`src/rtl/pgfwd_pkg.sv`:
```
package pgfwd_pkg;

  // Fixed row regions of the group table
  localparam int unsigned ROW_DROP     = 57;
  localparam int unsigned ROW_TO_CPU   = 58;
  localparam int unsigned ROW_FLOOD_UC = 59;
  localparam int unsigned ROW_FLOOD_L2 = 60;
  localparam int unsigned ROW_FLOOD_V4 = 61;
  localparam int unsigned ROW_FLOOD_V6 = 62;
  localparam int unsigned ROW_FLOOD_BC = 63;
  localparam int unsigned CODE_W       = 4;
  localparam int unsigned AGG_BASE     = 64;
  localparam int unsigned AGG_ROWS     = 1 << CODE_W;
  localparam int unsigned SRC_BASE     = AGG_BASE + AGG_ROWS;

  typedef enum logic [2:0] {
    FC_UCAST = 3'd0,
    FC_L2MC  = 3'd1,
    FC_MC4   = 3'd2,
    FC_MC6   = 3'd3,
    FC_BCAST = 3'd4
  } fclass_e;

  function automatic int unsigned flood_row(input logic [2:0] cls);
    int unsigned row;
    case (cls)
      FC_UCAST: row = ROW_FLOOD_UC;
      FC_L2MC:  row = ROW_FLOOD_L2;
      FC_MC4:   row = ROW_FLOOD_V4;
      FC_MC6:   row = ROW_FLOOD_V6;
      FC_BCAST: row = ROW_FLOOD_BC;
      default:  row = ROW_DROP;
    endcase
    return row;
  endfunction

endpackage

```
`src/rtl/pgfwd_rst_sync.sv`:
```
module pgfwd_rst_sync (
  input  logic clk,
  input  logic rst_n,
  output logic rst_sync_n
);

  logic [1:0] sync_q;
  logic [1:0] sync_d;

  always_comb begin
    sync_d = {sync_q[0], 1'b1};
  end

  always_ff @(posedge clk or negedge rst_n) begin
    if (!rst_n) sync_q <= 2'b00;
    else        sync_q <= sync_d;
  end

  assign rst_sync_n = sync_q[1];

endmodule

```
`src/rtl/pgfwd_index.sv`:
```
module pgfwd_index #(
  parameter int NPORTS = 11,
  parameter int AW     = 7,
  parameter int PORT_W = 4,
  parameter int DIDX_W = 6
) (
  input  logic [PORT_W-1:0]              src_port,
  input  logic                           mac_hit,
  input  logic [DIDX_W-1:0]              dest_idx,
  input  logic [2:0]                     fclass,
  input  logic [pgfwd_pkg::CODE_W-1:0]   aggr_code,
  output logic [AW-1:0]                  dst_row,
  output logic [AW-1:0]                  agg_row,
  output logic [AW-1:0]                  src_row,
  output logic                           port_bad
);

  always_comb begin
    if (mac_hit) dst_row = AW'(dest_idx);
    else         dst_row = AW'(pgfwd_pkg::flood_row(fclass));
  end

  always_comb begin
    agg_row  = AW'(pgfwd_pkg::AGG_BASE) + AW'(aggr_code);
    port_bad = (int'(src_port) >= NPORTS);
    if (port_bad) src_row = AW'(pgfwd_pkg::SRC_BASE);
    else          src_row = AW'(pgfwd_pkg::SRC_BASE) + AW'(src_port);
  end

endmodule

```
`src/rtl/pgfwd_table.sv`:
```
module pgfwd_table #(
  parameter int DEPTH  = 91,
  parameter int MASK_W = 12,
  parameter int AW     = 7,
  parameter int NRD    = 4
) (
  input  logic                         clk,
  input  logic                         rst_n,
  input  logic                         wr_en,
  input  logic [AW-1:0]                wr_addr,
  input  logic [MASK_W-1:0]            wr_data,
  input  logic [NRD-1:0][AW-1:0]       rd_addr,
  output logic [NRD-1:0][MASK_W-1:0]   rd_data
);

  logic [DEPTH-1:0][MASK_W-1:0] rows;

  for (genvar r = 0; r < DEPTH; r++) begin : g_row
    logic              we;
    logic [MASK_W-1:0] q;
    logic [MASK_W-1:0] d;

    always_comb begin
      we = wr_en && (wr_addr == AW'(r));
      d  = we ? wr_data : q;
    end

    always_ff @(posedge clk or negedge rst_n) begin
      if (!rst_n) q <= '0;
      else        q <= d;
    end

    assign rows[r] = q;
  end

  for (genvar p = 0; p < NRD; p++) begin : g_rd
    logic          in_range;
    logic [AW-1:0] safe_addr;

    always_comb begin
      in_range  = (int'(rd_addr[p]) < DEPTH);
      safe_addr = in_range ? rd_addr[p] : '0;
      rd_data[p] = in_range ? rows[safe_addr] : '0;
    end
  end

endmodule

```
`src/rtl/pgfwd_resolver.sv`:
```
module pgfwd_resolver #(
  parameter int NPORTS = 11,
  parameter int MASK_W = NPORTS + 1,
  parameter int DIDX_W = 6,
  parameter int PORT_W = $clog2(NPORTS),
  parameter int TBL_AW = $clog2(pgfwd_pkg::SRC_BASE + NPORTS)
) (
  input  logic                          clk,
  input  logic                          rst_n,
  input  logic                          cfg_wr_en,
  input  logic                          cfg_rd_en,
  input  logic [TBL_AW-1:0]             cfg_addr,
  input  logic [MASK_W-1:0]             cfg_wdata,
  output logic [MASK_W-1:0]             cfg_rdata,
  input  logic                          req_valid,
  input  logic [PORT_W-1:0]             req_src_port,
  input  logic                          req_mac_hit,
  input  logic [DIDX_W-1:0]             req_dest_idx,
  input  logic [2:0]                    req_class,
  input  logic [pgfwd_pkg::CODE_W-1:0]  req_aggr_code,
  output logic                          fwd_valid,
  output logic [MASK_W-1:0]             fwd_mask,
  output logic                          src_err
);

  localparam int DEPTH  = pgfwd_pkg::SRC_BASE + NPORTS;
  localparam int NRD    = 4;
  localparam int RD_DST = 0;
  localparam int RD_AGG = 1;
  localparam int RD_SRC = 2;
  localparam int RD_CFG = 3;

  logic rst_q;

  pgfwd_rst_sync u_rst (
    .clk        (clk),
    .rst_n      (rst_n),
    .rst_sync_n (rst_q)
  );

  // Row selection
  logic [TBL_AW-1:0] dst_row, agg_row, src_row;
  logic              port_bad;

  pgfwd_index #(
    .NPORTS (NPORTS),
    .AW     (TBL_AW),
    .PORT_W (PORT_W),
    .DIDX_W (DIDX_W)
  ) u_idx (
    .src_port  (req_src_port),
    .mac_hit   (req_mac_hit),
    .dest_idx  (req_dest_idx),
    .fclass    (req_class),
    .aggr_code (req_aggr_code),
    .dst_row   (dst_row),
    .agg_row   (agg_row),
    .src_row   (src_row),
    .port_bad  (port_bad)
  );

  // Shared group table
  logic [NRD-1:0][TBL_AW-1:0] rd_addr;
  logic [NRD-1:0][MASK_W-1:0] rd_data;

  always_comb begin
    rd_addr[RD_DST] = dst_row;
    rd_addr[RD_AGG] = agg_row;
    rd_addr[RD_SRC] = src_row;
    rd_addr[RD_CFG] = cfg_addr;
  end

  pgfwd_table #(
    .DEPTH  (DEPTH),
    .MASK_W (MASK_W),
    .AW     (TBL_AW),
    .NRD    (NRD)
  ) u_tbl (
    .clk     (clk),
    .rst_n   (rst_q),
    .wr_en   (cfg_wr_en),
    .wr_addr (cfg_addr),
    .wr_data (cfg_wdata),
    .rd_addr (rd_addr),
    .rd_data (rd_data)
  );

  // Stage 1: captured lookups
  logic              s1_vld_q, s1_vld_d;
  logic              s1_bad_q, s1_bad_d;
  logic [MASK_W-1:0] s1_dst_q, s1_dst_d;
  logic [MASK_W-1:0] s1_agg_q, s1_agg_d;
  logic [MASK_W-1:0] s1_src_q, s1_src_d;
  logic              s1_en;

  always_comb begin
    s1_en    = req_valid || s1_vld_q;
    s1_vld_d = req_valid;
    s1_bad_d = req_valid && port_bad;
    s1_dst_d = req_valid ? rd_data[RD_DST] : '0;
    s1_agg_d = req_valid ? rd_data[RD_AGG] : '0;
    s1_src_d = req_valid ? rd_data[RD_SRC] : '0;
  end

  always_ff @(posedge clk or negedge rst_q) begin
    if (!rst_q) begin
      s1_vld_q <= 1'b0;
      s1_bad_q <= 1'b0;
      s1_dst_q <= '0;
      s1_agg_q <= '0;
      s1_src_q <= '0;
    end else if (s1_en) begin
      s1_vld_q <= s1_vld_d;
      s1_bad_q <= s1_bad_d;
      s1_dst_q <= s1_dst_d;
      s1_agg_q <= s1_agg_d;
      s1_src_q <= s1_src_d;
    end
  end

  // Stage 2: combine
  logic              out_vld_q, out_vld_d;
  logic [MASK_W-1:0] out_mask_q, out_mask_d;
  logic              s2_en;

  always_comb begin
    s2_en     = s1_vld_q || out_vld_q;
    out_vld_d = s1_vld_q;
    if (s1_vld_q && !s1_bad_q) out_mask_d = s1_dst_q & s1_agg_q & s1_src_q;
    else                       out_mask_d = '0;
  end

  always_ff @(posedge clk or negedge rst_q) begin
    if (!rst_q) begin
      out_vld_q  <= 1'b0;
      out_mask_q <= '0;
    end else if (s2_en) begin
      out_vld_q  <= out_vld_d;
      out_mask_q <= out_mask_d;
    end
  end

  // Sticky ingress-range flag
  logic err_q, err_d;

  always_comb begin
    err_d = err_q || (req_valid && port_bad);
  end

  always_ff @(posedge clk or negedge rst_q) begin
    if (!rst_q) err_q <= 1'b0;
    else        err_q <= err_d;
  end

  // Configuration read-back
  logic [MASK_W-1:0] rdat_q, rdat_d;

  always_comb begin
    rdat_d = rd_data[RD_CFG];
  end

  always_ff @(posedge clk or negedge rst_q) begin
    if (!rst_q)         rdat_q <= '0;
    else if (cfg_rd_en) rdat_q <= rdat_d;
  end

  assign fwd_valid = out_vld_q;
  assign fwd_mask  = out_mask_q;
  assign src_err   = err_q;
  assign cfg_rdata = rdat_q;

endmodule

```
`config.mk`:
```
export PLATFORM = sky130hd
export DESIGN_NAME = pgfwd_resolver
export DESIGN_NICKNAME = d
export VERILOG_FILES = /design/src/rtl/pgfwd_pkg.sv /design/src/rtl/pgfwd_rst_sync.sv /design/src/rtl/pgfwd_index.sv /design/src/rtl/pgfwd_table.sv /design/src/rtl/pgfwd_resolver.sv
export SDC_FILE = /design/constraint.sdc
export NUM_CORES = 2
export LEC_CHECK = 0
export CAP_MARGIN = 30
export CORE_UTILIZATION = 45
export DETAILED_ROUTE_END_ITERATION = 8
export SYNTH_ARGS = -nofsm -noshare
export SYNTH_HDL_FRONTEND = slang
export SYNTH_SLANG_ARGS = --single-unit
```
`constraint.sdc`:
```
create_clock -name clk -period 39.3 [get_ports clk]
set_input_delay 9.825 -clock clk [delete_from_list [all_inputs] [get_ports clk]]
set_output_delay 9.825 -clock clk [all_outputs]
set_load 0.1 [all_outputs]
```
==> reports/qor.csv <==
stage,metric,value,unit
status,status,"complete, no violations",
die,rows,137,
worst_setup_path,crit_buf_inv,5,
synthesis,ys_seq_area_share,45.6,%
cells_and_area,area_delta_synth_final,10.9,%
synthesis,synth-warning-count,0,
cts,clock_latency,0.79,ns
cts,cts-root-buf,clkbuf_16,
power,ir_drop,0.0000393,V
worst_setup_path,r2r-start,u_rst.sync_q[1],
sta,whs,0.353,ns
cells_and_area,stdcell_count,7574,
grt,grt_usage,33.1,%
sta,maxSlewViolCount,0,
drt,drtIter0Drc,6270,
worst_setup_path,crit_fanout,67,
drt,drcViolationCount,0,
grt,antenna_found_initial,17,
cells_and_area,final_nets,5634,
cts,tritoncts,built,
sta,setup_tns,0,ns
die,die_w,378,um
synthesis,synth-async-reset-ratio,100,%
worst_setup_path,critical_path_class,in -> reg,
synthesis,synthFlopType,dfrtp_1,
synthesis,yosysUniqueCellTypes,74,
synthesis,synth_nets,5868,
drt,num_vias,51100,
sta,maxSlewHeadroom,22.0,%
place,gp_congestion,0.967,
grt,grt_start_max_net_pins,171,
drt,wire_per_inst,31.4,um
place,pre_cts_slack,23.85,ns
flow_run,maxCapViolCount,0,
sta,hold_violations,0,
sta,timing.fmax,0.0677,GHz
drt,routed_via_density,6.74,
cells_and_area,drive_gt1_share,30.6,%
sta,tightest_slew,1.16,ns
cts,cts_hold_buf,0,
sta,finalCritPeriodShare,37.6,%
synthesis,synth-seq-cells,1158,
die,start_util,45.5,%
worst_setup_path,cp_cell_sequence,"clkdlybuf4s50_1, buf_4, or3b_4, buf_4, and2_4, buf_4, buf_4, mux2i_1, mux4_2, o2bb2ai_1, o41ai_1, a31o_1",
place,hpwl,151000,um
die,dieArea,0.143,mm2
worst_setup_path,crit_family,buffers and inverters,
die,core,0.140,mm2
min_path,hp-class,reg -> reg,
synthesis,synthesis.area,0.0636,mm2
worst_setup_path,startpoint,req_mac_hit,
place,io_buffer_count,67,
drt,dr.pass1.iters,8,
power,p_leak,31.4,nW
die,die_h,378,um
drt,routed_wl,238000,um
die,ios,68,
cts,cts.sinks,1158,
power,p_per_area,45.0,mW/mm2
cts,cts_max_level,4,
min_path,worstHoldStart,u_rst.sync_q[0],
drt,ant_nets,0,
cts,cts_resized,0,
cts,cts_buffers,134,
synthesis,synthCells,5826,
sta,setup_viol,0,
sta,rsz0062_at_grt,false,
cts,clockBufferDepth,3,
synthesis,synth_edf_count,0,
synthesis,avgSynthCellArea,10.9,um2
grt,grt.overflow.total,0,
cts,cts_setup_buffers,0,
grt,grt_pass1_vias,48900,
worst_setup_path,required,40.02,ns
sta,post-route-min-period,14.77,ns
worst_setup_path,cp_slowest_cell,o41ai_1,
place,place_inst,7319,
worst_setup_path,cp_slowest_stage_delay,0.81,ns
cells_and_area,fill_cells,12500,
worst_setup_path,critPathMostFrequentCell,buf_4,
sta,finalWorstSetupSlack,24.53,ns
worst_setup_path,cp-start-kind,primary input,
worst_setup_path,end_kind,flip-flop,
sta,fin_worst_skew,0.0262,ns
cts,clk_pin_slew,0.06,ns
worst_setup_path,cp.arrival,15.49,ns
grt,grt_first_pass_wirelength,349000,um
==> state kept, by name, indices dropped and copies added (netlist names), 2 cells and up <==
| register | flops |
|---|---|
| s1_dst_q | 12 |
| cfg_rdata | 12 |
| s1_agg_q | 12 |
| u_rst.sync_q | 2 |
| u_tbl.g_row.q | 1092 |
| fwd_mask | 12 |
| s1_src_q | 12 |
==> placed cells by master (no fill, tap or decap), drive strengths merged, types with 12 or more instances in the layout <==
| cell type | Yosys | layout |
|---|---|---|
| a211o | 32 | 32 |
| a211oi | 199 | 199 |
| a21oi | 141 | 141 |
| a221o | 36 | 36 |
| a221oi | 108 | 108 |
| a2bb2oi | 12 | 12 |
| a311o | 14 | 14 |
| a311oi | 98 | 98 |
| a31oi | 65 | 65 |
| a32o | 13 | 13 |
| a32oi | 23 | 23 |
| and3 | 191 | 191 |
| buf | 194 | 198 |
| clkbuf | 427 | 209 |
| clkdlybuf4s50 | 0 | 48 |
| clkinv | 3 | 19 |
| dfrtp | 1158 | 1158 |
| inv | 19 | 28 |
| mux2 | 1183 | 1183 |
| mux2i | 207 | 207 |
| mux4 | 78 | 78 |
| nand2 | 809 | 809 |
| nand2b | 22 | 22 |
| nand3 | 164 | 164 |
| nor2 | 112 | 112 |
| nor3 | 22 | 22 |
| o2111ai | 12 | 12 |
| o211ai | 38 | 38 |
| o21ai | 165 | 165 |
| o221ai | 38 | 38 |
| o22ai | 36 | 36 |
| o311ai | 22 | 22 |
| o31ai | 14 | 14 |
| o32a | 23 | 23 |
==> metrics by stage <==
| step | util [%] | total power, mW | instance area [um2] |
|---|---|---|---|
| 5_1_grt | 50.4 | 3.28 | 70600 |
| 6_report | 50.4 | 3.18 | 70600 |
| 4_1_cts | 50.3 | 3.18 | 70400 |
| 3_3_place_gp | 46.8 | 1.89 | 65500 |
| 3_5_place_dp | 47.1 | 1.90 | 65900 |
| 2_1_floorplan | - | 1.72 | 63600 |
==> where the power goes <==
group,switching (mW),leakage [nW],internal [mW]
Sequential,0.0886,15.7,1.29
Combinational,0.326,13.5,0.197
Clock,0.526,2.17,0.747
==> cell usage after synthesis (6+ instances only) <==
cell | number | area share, %
a222oi_1 | 11 | 0.17
nand2b_1 | 22 | 0.22
o221ai_1 | 38 | 0.52
mux4_2 | 78 | 2.8
a221oi_1 | 108 | 1.5
o221a_2 | 11 | 0.19
a31o_2 | 10 | 0.14
o21ai_0 | 161 | 1.3
o2111ai_1 | 12 | 0.17
buf_2 | 123 | 0.97
a311oi_1 | 98 | 1.3
a211oi_1 | 199 | 2.3
buf_1 | 64 | 0.38
o22ai_1 | 36 | 0.35
a211o_1 | 32 | 0.44
a31oi_1 | 65 | 0.64
a32oi_1 | 23 | 0.32
nor3_1 | 22 | 0.17
o32a_1 | 23 | 0.36
nor2b_1 | 11 | 0.11
o21a_1 | 10 | 0.12
a221o_1 | 36 | 0.57
o31ai_1 | 12 | 0.14
o311ai_0 | 22 | 0.30
a32o_1 | 13 | 0.20
dfrtp_1 | 1158 | 46
a22oi_1 | 11 | 0.13
a311o_1 | 14 | 0.22
or4_1 | 11 | 0.13
nand2_1 | 809 | 4.8
nand3_1 | 164 | 1.3
a21oi_1 | 141 | 1.1
nor4_1 | 6 | 0.059
nor2_1 | 112 | 0.66
mux2_2 | 1182 | 21
and3_1 | 191 | 1.9
clkbuf_1 | 427 | 2.5
o32ai_1 | 10 | 0.14
o22a_1 | 10 | 0.14
a2bb2oi_1 | 12 | 0.17
o211ai_1 | 38 | 0.45
inv_1 | 18 | 0.11
mux2i_1 | 207 | 3.3
==> logic make-up after synthesis <==
group | after synthesis | share of synthesized area, %
muxes | 1468 | 27.0
and+or+nand+nor | 1370 | 9.53
xor gates and xnor gates | 1 | 0.0138
other | 1 | 0.00590
AOI/OAI and AO/OA | 1185 | 13.8
buffers and inverters | 643 | 4.10
DFF | 1158 | 45.6
==> per-layer routing <==
| layer | vias to the layer above | GRT usage (%) | routed length (um) |
|---|---|---|---|
| li1 | 21300 | - | - |
| met5 | - | 0 | 249 |
| met4 | 20 | 17.5 | 13500 |
| met3 | 645 | 10.1 | 26400 |
| met1 | 26200 | 45.0 | 96400 |
| met2 | 2853 | 47.1 | 101000 |
==> path summary, 6_finish.rpt <==
check	end	slack (ns)	cells after the start
worst max register to register	u_tbl.g_row[57].q[5]	34.24	5
max in group asynchronous	u_rst.sync_q[1]	29.95	1
worst min-delay path	u_rst.sync_q[1]	0.35	0
worst min register to register	u_rst.sync_q[1]	0.35	0
worst max-delay path	s1_dst_q[10]	24.53	12
min in group asynchronous	u_tbl.g_row[4].q[3]	0.40	0
==> area by class of cell <==
type                       count  area, um2  share of cell area (%)
multi-input combinational   4025      32300                    45.8
sequential                  1158      29000                    41.1
clock buffer                 204       4030                    5.71
timing repair buffer         251       2440                    3.45
tap                         1876       2350                    3.33
clock inverter                32        384                   0.544
inverter                      22       82.6                   0.117
antenna                        6       15.0                  0.0213
(Power assumes the default switching activity.)
